**src/rtl/vdig_i2c_pkg.sv**
```systemverilog
package vdig_i2c_pkg;

  typedef enum logic [3:0] {
    ST_IDLE,
    ST_ADDR,
    ST_ADDR_ACK,
    ST_INDEX,
    ST_INDEX_ACK,
    ST_WDATA,
    ST_WDATA_ACK,
    ST_RDATA,
    ST_RDATA_ACK
  } tgt_state_e;

  localparam logic [7:0] IDX_ID0   = 8'h00;
  localparam logic [7:0] IDX_ID1   = 8'h04;
  localparam logic [7:0] IDX_VTH   = 8'h0F;
  localparam logic [7:0] IDX_HLINE = 8'h10;
  localparam logic [7:0] IDX_HTH   = 8'h11;
  localparam logic [7:0] IDX_VCOL  = 8'h19;

endpackage

```
**src/rtl/i2c_line_sync.sv**
```systemverilog
module i2c_line_sync #(
  parameter int STAGES = 2
) (
  input  logic clk,
  input  logic rst_n,
  input  logic scl_i,
  input  logic sda_i,
  output logic scl_s,
  output logic scl_rise,
  output logic scl_fall,
  output logic sda_s,
  output logic start_det,
  output logic stop_det
);

  logic [STAGES-1:0] scl_pipe;
  logic [STAGES-1:0] sda_pipe;
  logic              scl_q;
  logic              sda_q;

  generate
    if (STAGES == 1) begin : g_one
      always_ff @(posedge clk or negedge rst_n) begin
        if (!rst_n) begin
          scl_pipe <= '1;
          sda_pipe <= '1;
        end else begin
          scl_pipe <= scl_i;
          sda_pipe <= sda_i;
        end
      end
    end else begin : g_chain
      always_ff @(posedge clk or negedge rst_n) begin
        if (!rst_n) begin
          scl_pipe <= '1;
          sda_pipe <= '1;
        end else begin
          scl_pipe <= {scl_pipe[STAGES-2:0], scl_i};
          sda_pipe <= {sda_pipe[STAGES-2:0], sda_i};
        end
      end
    end
  endgenerate

  always_ff @(posedge clk or negedge rst_n) begin
    if (!rst_n) begin
      scl_q <= 1'b1;
      sda_q <= 1'b1;
    end else begin
      scl_q <= scl_pipe[STAGES-1];
      sda_q <= sda_pipe[STAGES-1];
    end
  end

  assign scl_s     = scl_pipe[STAGES-1];
  assign sda_s     = sda_pipe[STAGES-1];
  assign scl_rise  = scl_s & ~scl_q;
  assign scl_fall  = ~scl_s & scl_q;
  assign start_det = scl_s & scl_q & sda_q & ~sda_s;
  assign stop_det  = scl_s & scl_q & ~sda_q & sda_s;

endmodule

```
**src/rtl/i2c_target_fsm.sv**
```systemverilog
module i2c_target_fsm
  import vdig_i2c_pkg::*;
#(
  parameter logic [4:0] ADDR_HI = 5'b10011
) (
  input  logic       clk,
  input  logic       rst_n,
  input  logic       scl_s,
  input  logic       sda_s,
  input  logic       scl_rise,
  input  logic       scl_fall,
  input  logic       start_det,
  input  logic       stop_det,
  input  logic [1:0] addr_sel,
  input  logic [7:0] rd_byte,
  output logic       sda_oe,
  output logic [7:0] idx_ptr,
  output logic       wr_en,
  output logic [7:0] wr_data
);

  tgt_state_e state, state_n;
  logic [2:0] cnt, cnt_n;
  logic [7:0] sh, sh_n;
  logic [7:0] tx, tx_n;
  logic       ack_on, ack_n;
  logic       rd_flag, rd_n;
  logic [7:0] idx_n, wd_n;
  logic       wen_n;
  logic [7:0] byte_in;

  assign byte_in = {sh[6:0], sda_s};

  always_comb begin
    state_n = state;
    cnt_n   = cnt;
    sh_n    = sh;
    tx_n    = tx;
    ack_n   = ack_on;
    rd_n    = rd_flag;
    idx_n   = idx_ptr;
    wd_n    = wr_data;
    wen_n   = 1'b0;
    if (stop_det) begin
      state_n = ST_IDLE;
      ack_n   = 1'b0;
    end else if (start_det) begin
      state_n = ST_ADDR;
      cnt_n   = 3'd0;
      ack_n   = 1'b0;
    end else begin
      case (state)
        ST_ADDR, ST_INDEX, ST_WDATA: begin
          if (scl_rise) begin
            sh_n  = byte_in;
            cnt_n = cnt + 3'd1;
            if (cnt == 3'd7) begin
              cnt_n = 3'd0;
              if (state == ST_ADDR) begin
                if (byte_in[7:1] == {ADDR_HI, addr_sel}) begin
                  state_n = ST_ADDR_ACK;
                  rd_n    = byte_in[0];
                end else begin
                  state_n = ST_IDLE;
                end
              end else if (state == ST_INDEX) begin
                idx_n   = byte_in;
                state_n = ST_INDEX_ACK;
              end else begin
                wen_n   = 1'b1;
                wd_n    = byte_in;
                state_n = ST_WDATA_ACK;
              end
            end
          end
        end
        ST_ADDR_ACK, ST_INDEX_ACK, ST_WDATA_ACK: begin
          if (scl_fall) begin
            if (!ack_on) begin
              ack_n = 1'b1;
            end else begin
              ack_n = 1'b0;
              if (state == ST_ADDR_ACK) begin
                if (rd_flag) begin
                  state_n = ST_RDATA;
                  tx_n    = rd_byte;
                end else begin
                  state_n = ST_INDEX;
                end
              end else if (state == ST_INDEX_ACK) begin
                state_n = ST_WDATA;
              end else begin
                state_n = ST_IDLE;
              end
            end
          end
        end
        ST_RDATA: begin
          if (scl_fall) begin
            if (cnt == 3'd7) begin
              cnt_n   = 3'd0;
              state_n = ST_RDATA_ACK;
            end else begin
              cnt_n = cnt + 3'd1;
              tx_n  = {tx[6:0], 1'b1};
            end
          end
        end
        ST_RDATA_ACK: begin
          if (scl_rise) state_n = ST_IDLE;
        end
        default: ;
      endcase
    end
  end

  always_ff @(posedge clk or negedge rst_n) begin
    if (!rst_n) begin
      state   <= ST_IDLE;
      cnt     <= 3'd0;
      sh      <= 8'h00;
      tx      <= 8'hFF;
      ack_on  <= 1'b0;
      rd_flag <= 1'b0;
      idx_ptr <= 8'h00;
      wr_data <= 8'h00;
      wr_en   <= 1'b0;
    end else begin
      state   <= state_n;
      cnt     <= cnt_n;
      sh      <= sh_n;
      tx      <= tx_n;
      ack_on  <= ack_n;
      rd_flag <= rd_n;
      idx_ptr <= idx_n;
      wr_data <= wd_n;
      wr_en   <= wen_n;
    end
  end

  assign sda_oe = ack_on | ((state == ST_RDATA) & ~tx[7]);

  assert_start_to_addr_R2: assert property (@(posedge clk) disable iff (!rst_n)
    (start_det && !stop_det) |=> (state == ST_ADDR));

  assert_stop_to_idle_R2: assert property (@(posedge clk) disable iff (!rst_n)
    stop_det |=> (state == ST_IDLE));

  assert_sda_when_scl_low_R9: assert property (@(posedge clk) disable iff (!rst_n)
    !$stable(sda_oe) |-> !scl_s);

  assert_single_wr_pulse_R7: assert property (@(posedge clk) disable iff (!rst_n)
    wr_en |=> !wr_en);

endmodule

```
**src/rtl/vdig_regfile.sv**
```systemverilog
module vdig_regfile
  import vdig_i2c_pkg::*;
#(
  parameter logic [7:0] ID0_VAL   = 8'h46,
  parameter logic [7:0] ID1_VAL   = 8'h87,
  parameter logic [7:0] DEF_HTH   = 8'h20,
  parameter logic [7:0] DEF_VTH   = 8'h20,
  parameter logic [7:0] DEF_HLINE = 8'h06,
  parameter logic [7:0] DEF_VCOL  = 8'h37
) (
  input  logic       clk,
  input  logic       rst_n,
  input  logic       wr_en,
  input  logic [7:0] wr_idx,
  input  logic [7:0] wr_data,
  input  logic [7:0] rd_idx,
  input  logic [7:0] ext_rd_data,
  output logic [7:0] rd_data,
  output logic       wr_stb,
  output logic [7:0] cfg_hthresh,
  output logic [7:0] cfg_vthresh,
  output logic [7:0] cfg_hline,
  output logic [7:0] cfg_vcol
);

  localparam int NLOC = 4;
  localparam logic [7:0] LOC_IDX [NLOC] = '{IDX_HTH, IDX_VTH, IDX_HLINE, IDX_VCOL};
  localparam logic [7:0] LOC_DEF [NLOC] = '{DEF_HTH, DEF_VTH, DEF_HLINE, DEF_VCOL};

  logic [7:0] loc_q [NLOC];
  logic       fixed_hit;

  assign fixed_hit = (wr_idx == IDX_ID0) || (wr_idx == IDX_ID1);
  assign wr_stb    = wr_en & ~fixed_hit;

  generate
    for (genvar g = 0; g < NLOC; g++) begin : g_loc
      logic hit;
      assign hit = wr_en & (wr_idx == LOC_IDX[g]);
      always_ff @(posedge clk or negedge rst_n) begin
        if (!rst_n) loc_q[g] <= LOC_DEF[g];
        else if (hit) loc_q[g] <= wr_data;
      end
    end
  endgenerate

  always_comb begin
    rd_data = ext_rd_data;
    for (int i = 0; i < NLOC; i++) begin
      if (rd_idx == LOC_IDX[i]) rd_data = loc_q[i];
    end
    if (rd_idx == IDX_ID0) rd_data = ID0_VAL;
    if (rd_idx == IDX_ID1) rd_data = ID1_VAL;
  end

  assign cfg_hthresh = loc_q[0];
  assign cfg_vthresh = loc_q[1];
  assign cfg_hline   = loc_q[2];
  assign cfg_vcol    = loc_q[3];

  assert_fixed_no_strobe_R5: assert property (@(posedge clk) disable iff (!rst_n)
    wr_stb |-> (wr_idx != IDX_ID0 && wr_idx != IDX_ID1));

  assert_hthresh_update_R3: assert property (@(posedge clk) disable iff (!rst_n)
    (wr_en && wr_idx == IDX_HTH) |=> (cfg_hthresh == $past(wr_data)));

endmodule

```
**src/rtl/vdig_i2c_target.sv**
```systemverilog
module vdig_i2c_target
  import vdig_i2c_pkg::*;
#(
  parameter int         SYNC_STAGES = 2,
  parameter logic [4:0] ADDR_HI     = 5'b10011,
  parameter logic [7:0] DEF_HTH     = 8'h20,
  parameter logic [7:0] DEF_VTH     = 8'h20,
  parameter logic [7:0] DEF_HLINE   = 8'h06,
  parameter logic [7:0] DEF_VCOL    = 8'h37
) (
  input  logic       clk,
  input  logic       rst_n,
  input  logic       scl_i,
  input  logic       sda_i,
  output logic       sda_oe,
  input  logic [1:0] addr_sel,
  output logic       wr_stb,
  output logic [7:0] wr_idx,
  output logic [7:0] wr_data,
  output logic [7:0] ext_rd_idx,
  input  logic [7:0] ext_rd_data,
  output logic [7:0] cfg_hthresh,
  output logic [7:0] cfg_vthresh,
  output logic [7:0] cfg_hline,
  output logic [7:0] cfg_vcol
);

  logic [1:0] rst_pipe;
  logic       rst_s_n;
  logic       scl_s, sda_s, scl_rise, scl_fall, start_det, stop_det;
  logic       wr_en;
  logic [7:0] idx_ptr;
  logic [7:0] rd_byte;

  always_ff @(posedge clk or negedge rst_n) begin
    if (!rst_n) rst_pipe <= 2'b00;
    else        rst_pipe <= {rst_pipe[0], 1'b1};
  end
  assign rst_s_n = rst_pipe[1];

  i2c_line_sync #(.STAGES(SYNC_STAGES)) u_sync (
    .clk(clk), .rst_n(rst_s_n), .scl_i(scl_i), .sda_i(sda_i),
    .scl_s(scl_s), .scl_rise(scl_rise), .scl_fall(scl_fall),
    .sda_s(sda_s), .start_det(start_det), .stop_det(stop_det)
  );

  i2c_target_fsm #(.ADDR_HI(ADDR_HI)) u_fsm (
    .clk(clk), .rst_n(rst_s_n), .scl_s(scl_s), .sda_s(sda_s),
    .scl_rise(scl_rise), .scl_fall(scl_fall),
    .start_det(start_det), .stop_det(stop_det),
    .addr_sel(addr_sel), .rd_byte(rd_byte), .sda_oe(sda_oe),
    .idx_ptr(idx_ptr), .wr_en(wr_en), .wr_data(wr_data)
  );

  vdig_regfile #(
    .DEF_HTH(DEF_HTH), .DEF_VTH(DEF_VTH),
    .DEF_HLINE(DEF_HLINE), .DEF_VCOL(DEF_VCOL)
  ) u_regs (
    .clk(clk), .rst_n(rst_s_n), .wr_en(wr_en), .wr_idx(idx_ptr),
    .wr_data(wr_data), .rd_idx(idx_ptr), .ext_rd_data(ext_rd_data),
    .rd_data(rd_byte), .wr_stb(wr_stb),
    .cfg_hthresh(cfg_hthresh), .cfg_vthresh(cfg_vthresh),
    .cfg_hline(cfg_hline), .cfg_vcol(cfg_vcol)
  );

  assign wr_idx     = idx_ptr;
  assign ext_rd_idx = idx_ptr;

endmodule

```
**config.mk**
```make
export PLATFORM = sky130hd
export DESIGN_NAME = vdig_i2c_target
export DESIGN_NICKNAME = d
export VERILOG_FILES = /design/src/rtl/vdig_i2c_pkg.sv /design/src/rtl/i2c_line_sync.sv /design/src/rtl/i2c_target_fsm.sv /design/src/rtl/vdig_regfile.sv /design/src/rtl/vdig_i2c_target.sv
export SDC_FILE = /design/constraint.sdc
export NUM_CORES = 1
export LEC_CHECK = 0
export BUFFER_PORTS_ARGS = -buffer_cell sky130_fd_sc_hd__buf_4
export CAP_MARGIN = 20
export CORE_MARGIN = 2
export CORE_UTILIZATION = 56
export CTS_CLUSTER_DIAMETER = 80
export DETAILED_ROUTE_END_ITERATION = 16
export HOLD_SLACK_MARGIN = 0.12
export PLACE_DENSITY = 0.8
export SYNTH_ARGS = -nofsm -noshare
export SYNTH_HDL_FRONTEND = slang
export SYNTH_SLANG_ARGS = --single-unit
```
**constraint.sdc**
```tcl
create_clock -name clk -period 3.5 [get_ports clk]
set_clock_uncertainty 0.15 [all_clocks]
set_input_delay 0.175 -clock clk [delete_from_list [all_inputs] [get_ports clk]]
set_output_delay 0.175 -clock clk [all_outputs]
set_load 0.05 [all_outputs]
```
# Yosys cells after proc, flatten, opt, wreduce, memory -nomap -nowiden
# Index checks and enable logic that the tools add are counted.
[word_totals] regBits=81 latch_bits=0 ram_bits=0 rom_bits=0 output_inout_bits=58 elab_cells=136 memories=0
[op_classes] n_addsub=1 mul=0 div_mod_pow=0 n_lt_le_gt_ge=0 n_eq_ne=30 shifts=0 mux=46 bitwise_logic=24 reduce_logical=17
[op_table] operator="8-bit 2-to-1 mux" count=12
[op_table] operator="4-bit 2-to-1 mux" count=11
[op_table] operator="8-bit by 5-bit == test with 1-bit output (second input constant)" count=3
[op_table] operator="7-bit AND reduction" count=3
[op_table] operator="3-bit 2-to-1 mux" count=6
[op_table] operator="4-bit by 3-bit == test with 1-bit output (second input constant)" count=4
[op_table] operator="4-bit != test (second input constant)" count=4
[op_table] operator="4-bit case mux with 4 select lines" count=1
[op_table] operator="8-bit case mux with 2 select lines" count=1
[op_table] operator="1-bit bitwise AND" count=13
[op_table] operator="1-bit 2-to-1 mux" count=12
[op_table] operator="4-bit by 3-bit != test with 1-bit output (second input constant)" count=3
[op_table] operator="1-bit NOT" count=10
[op_table] operator="9-bit AND reduction" count=1
[op_table] operator="3-bit nonzero test" count=3
[op_table] operator="4-bit by 2-bit == test with 1-bit output (second input constant)" count=2
[op_table] operator="8-bit by 3-bit == test with 1-bit output (second input constant)" count=1
[op_table] operator="8-bit by 4-bit == test with 1-bit output (second input constant)" count=1
[op_table] operator="8-bit logical NOT" count=1
[op_table] operator="4-bit AND reduction" count=2
[op_table] operator="8-bit AND reduction" count=1
[op_table] operator="7-bit == test" count=1
[op_table] operator="2-bit by 1-bit != test with 1-bit output (second input constant)" count=3
[op_table] operator="2-bit != test (second input constant)" count=3
[op_table] operator="13 further kinds" count=16

# Depth between registers and ports, before layout
[depth] depth_word=12 mapped_depth=8 depth_no_buf=7

# Hierarchy
# Synthesis repeated with hierarchy kept, for this count alone.
[hier_totals] hier_cells=353 area_unflattened_um2=4182.8
[by_module_without_submodules] mod="i2c_target_fsm" n_inst=1 cells_per_inst=172 area_per_inst_um2=2044.5
[by_module_without_submodules] mod="vdig_regfile" n_inst=1 cells_per_inst=160 area_per_inst_um2=1834.3
[by_module_without_submodules] mod="i2c_line_sync" n_inst=1 cells_per_inst=10 area_per_inst_um2=190.2
[by_module_without_submodules] mod="vdig_i2c_target" n_inst=1 cells_per_inst=11 area_per_inst_um2=113.9

# Least setup slack after synthesis
# Ideal clock, no wire load.
[synth_timing] path_type="reg-to-reg" start="reg u_fsm.idx_ptr[4]" end="reg u_regs.loc_q, in the netlist u_regs.cfg_hline[0]" arrival_time_ns=2.028 t_required_ns=3.225 setup_slack_ns=1.197 path_stages_with_launch=6 n_path_buf=1 period_less_slack_ns=2.303 path_cell_list="dfrtp_1 -> nor2b_1 -> nor4b_2 -> buf_4 -> nand3_2 -> mux2_2"
[synth_between] elab_chain_cells=2
[synth_rtl] item="start, declared" line="i2c_target_fsm.sv:17" source="output logic [7:0] idx_ptr,"
[synth_rtl] item="start signal, assigned" line="i2c_target_fsm.sv:135" source="idx_ptr <= idx_n;"
[synth_rtl] item="8-bit by 5-bit == test with 1-bit output" line="vdig_regfile.sv:39" source="assign hit = wr_en & (wr_idx == LOC_IDX[g]);"
[synth_rtl] item="1-bit bitwise AND" line="vdig_regfile.sv:39"
[synth_rtl] item="end signal, assigned by index" line="vdig_regfile.sv:41" source="if (!rst_n) loc_q[g] <= LOC_DEF[g];"
[synth_rtl] item="end signal, assigned by index" line="vdig_regfile.sv:42" source="else if (hit) loc_q[g] <= wr_data;"
[synth_rtl] item="end, declared" line="vdig_regfile.sv:30" source="logic [7:0] loc_q [NLOC];"
# Every way passes these cells.
# A chain may end at the register's enable or synchronous reset.

# Worst setup path after layout
[layout_timing] start="reg u_fsm.cnt[0]" end="reg u_fsm.tx[0]"
[layout_between] elab_chain_cells=3
[layout_rtl] item="start, declared" line="i2c_target_fsm.sv:23" source="logic [2:0] cnt, cnt_n;"
[layout_rtl] item="start signal, assigned" line="i2c_target_fsm.sv:130" source="cnt <= cnt_n;"
[layout_rtl] item="3-bit == test" line="i2c_target_fsm.sv:100" source="if (cnt == 3'd7) begin"
[layout_rtl] item="2-bit != test (no line)"
[layout_rtl] item="9-bit AND reduction (no line)"
[layout_rtl] item="end signal, assigned" line="i2c_target_fsm.sv:132" source="tx <= tx_n;"
[layout_rtl] item="end, declared" line="i2c_target_fsm.sv:25" source="logic [7:0] tx, tx_n;"
# Every way passes these cells.

==> results.toml <==
[logic_synthesis]
synth-xor-area-share_pct = 0.8895
ys_async_sr_fraction_pct = 100.0
ys.flop_type = "dfrtp_1"
yosys.area_share.simple_pct = 12.01
netlist_instances = 320
synth_top_family_by_area = "multiplexers"
synthTopCellsByArea = "dfrtp_1, mux2_2, dfstp_2"
yosysWarnings = 0
ys_types = 57
synthMuxAreaShare_pct = 20.55
synth_nets = 336
synth-compound-area-share_pct = 10.51
seq_area_frac_synth_pct = 52.19
synth_edf_count = 0
synthAdderAreaFrac_pct = 0.6353
netlist.area_leader.share_pct = 36.85
synth_top_cell_by_area = "dfrtp_1"
synthMostInstantiatedCell = "mux2_2"
netlist_area_um2 = 3939
synthTopCellsByCount = "mux2_2, dfrtp_1, nand2_1"
synth_seq_cells = 81
postSynthAreaPerCell_um2 = 12.31

[cells_and_area]
fin_nets = 409
layout.area.seq_um2 = 2059
post-route-util_pct = 71.36
drive_gt1_share_pct = 46.98
fill_cells = 469
antenna_cells = 0
multi_input_area_um2 = 1760
syn_to_final_growth_pct = 23.09

[grt]
grt_pass1_wl_um = 14990
grt_max_degree = 80
overflow = 0
grt_pass1_vias = 2861
grt.total_usage_pct = 25.76
antenna_found_initial = 0

[critical_path]
worst-endpoint-arrival_ns = 2.57
start_kind = "flip-flop"
crit_fanout = 16
end_kind = "flip-flop"
r2r_start = "u_fsm.cnt[0]"
worstPathRequired_ns = 3.59
r2r_cells = 8
reg2reg_to = "u_fsm.tx[0]"
rrSetupSlack_ns = 1.02
worst-setup-path-type = "flip-flop to flip-flop"

[placed_design]
dp_hpwl_um = 6761
routabilityCongestion = 0.9273
detailedPlace.worstSlack_ns = 1.092
port_buffers = 71

[power_and_ir_drop]
p_per_area_nw_per_um2 = 529.2
clkPwrFrac_pct = 34.6
p_leak_nw = 2.413
power_frac_seq_pct = 47.5
vdd_drop_max_uv = 310.3
total_power_mw = 2.566
power.internal_mw = 1.840
combinationalPowerShare_pct = 17.8
switchingPower_mw = 0.7255
swShare_pct = 28.28

[floorplanning]
die_h_um = 87.87
io_pins = 72
fp.dieW_um = 87.87
core_area_um2 = 6794
die-area_um2 = 7720
initial_core_util_pct = 57.97
row_count = 30

[sta]
fmax_mhz = 402.9
post-route-min-period_ns = 2.482
whs_ns = 0.1447
fin_ws_ns = 1.018
setup_viol = 0
hold_viol_final = 0
period_share_pct = 70.91
setup_tns_ns = 0
timing.final.max_slew_violations = 0
relSlewSlack_pct = 54.83
worst_slew_pin_slew_ns = 0.6738
rsz0062_at_grt = "false"

[clocking]
clk_pin_slew_ns = 0.09
root_buffer = "clkbuf_8"
numClockSinks = 81
cts_buffer_depth = 2
htreeDepth = 3
insertion_delay_ns = 0.35
cts_resized = 0
cts_tree = "yes"
numCtsBuffers = 9

[route]
dr.first_iter.drc_count = 315
wl_um = 9476
dr.pass1.iters = 5
vias_per_cell = 5.852
vias = 2891
ant_nets = 0
route.detailed.drc = 0
wl_per_cell_um = 19.18

[status]
status = "finished clean"

[run]
drv_cap = 0

[hold_path]
min_path_type = "flip-flop to asynchronous set/reset pin"
-- final cells by class --
class | instances | share of cell area (%)
Timing Repair Buffer | 79 | 12.90
Clock inverter | 5 | 2.658
Inverter | 6 | 0.4645
Tap cell | 96 | 2.477
Sequential cell | 81 | 42.48
Multi-Input combinational cell | 216 | 36.31
Clock buffer | 11 | 2.710
-- repair_timing --
action	in CTS	in global routing
endpoints found under the hold margin	4	4
setup endpoints to repair	0	0
buffers inserted	0	0
hold buffers	4	1
-- cells by family (layout without fill, tap and decap cells) --
| family | Yosys count | count (layout) |
|---|---|---|
| compound gates | 52 | 52 |
| xor+xnor | 4 | 4 |
| fa+ha+maj | 2 | 2 |
| buf+inv | 23 | 101 |
| flops | 81 | 81 |
| mux | 73 | 73 |
| other cells | 1 | 1 |
| simple gates | 84 | 84 |
-- stage by stage --
step | std cells | area [µm²]
after detailed placement | 472 | 4511
after global routing | 494 | 4848
after floorplan | 320 | 3939
final | 494 | 4848
after global placement | 472 | 4511
after CTS | 492 | 4811
-- metal layers --
metal | GRT usage, % | vias up | wire length (µm)
met4 | 8.531 | 0 | 153
met5 | 0 | - | 0
met2 | 39.12 | 130 | 4543
met1 | 38.02 | 1421 | 4112
met3 | 4.147 | 13 | 668
li1 | - | 1327 | -
-- power groups by stage --
stage | sequential, mW | clock [mW] | combinational (mW)
5_1_grt | 1.24 | 0.927 | 0.504
6_report | 1.22 | 0.889 | 0.457
3_5_place_dp | 1.24 | 0 | 0.426
2_1_floorplan | 1.17 | 0 | 0.378
3_3_place_gp | 1.24 | 0 | 0.409
4_1_cts | 1.23 | 0.887 | 0.437
-- placed cells by master (no fill, tap or decap), types with 6 or more instances in the layout --
master | synthesis | final
buf_4 | 9 | 73
clkbuf_8 | 0 | 9
dfrtp_1 | 58 | 57
dfstp_2 | 23 | 23
inv_1 | 6 | 6
mux2_2 | 63 | 63
mux2i_1 | 10 | 10
nand2_1 | 29 | 29
nor2_1 | 13 | 13
nor2b_1 | 8 | 8
o21ai_0 | 12 | 12
-- critical path: stages, from the launching register on --
cell,delay [ns]
dfrtp_1,0.41
ha_1,0.21
ha_1,0.26
o2bb2ai_1,0.17
a21oi_1,0.27
nand4_1,0.12
buf_4,0.21
o21bai_1,0.20
o311ai_0,0.36
-- how the worst max path moves through the flow --
stage | end | cells past startpoint | startpoint
2_1_floorplan | u_fsm.ack_on | 0 | rst_pipe[1]
3_3_place_gp | u_fsm.tx[0] | 8 | u_fsm.cnt[0]
3_5_place_dp | u_fsm.tx[0] | 8 | u_fsm.cnt[0]
4_1_cts | u_fsm.tx[0] | 8 | u_fsm.cnt[0]
5_1_grt | wr_stb | 4 | u_fsm.idx_ptr[3]
6_report | u_fsm.tx[0] | 8 | u_fsm.cnt[0]
-- flip-flops by register name, indices dropped and copies added, names as in the netlist, 2 cells and up --
register            count
rst_pipe                2
u_fsm.cnt               3
u_fsm.idx_ptr           8
u_fsm.sh                7
u_fsm.state             4
u_fsm.tx                8
u_fsm.wr_data           8
u_regs.cfg_hline        8
u_regs.cfg_hthresh      8
u_regs.cfg_vcol         8
u_regs.cfg_vthresh      8
u_sync.scl_pipe         2
u_sync.sda_pipe         2
(Power assumes the default switching activity.)
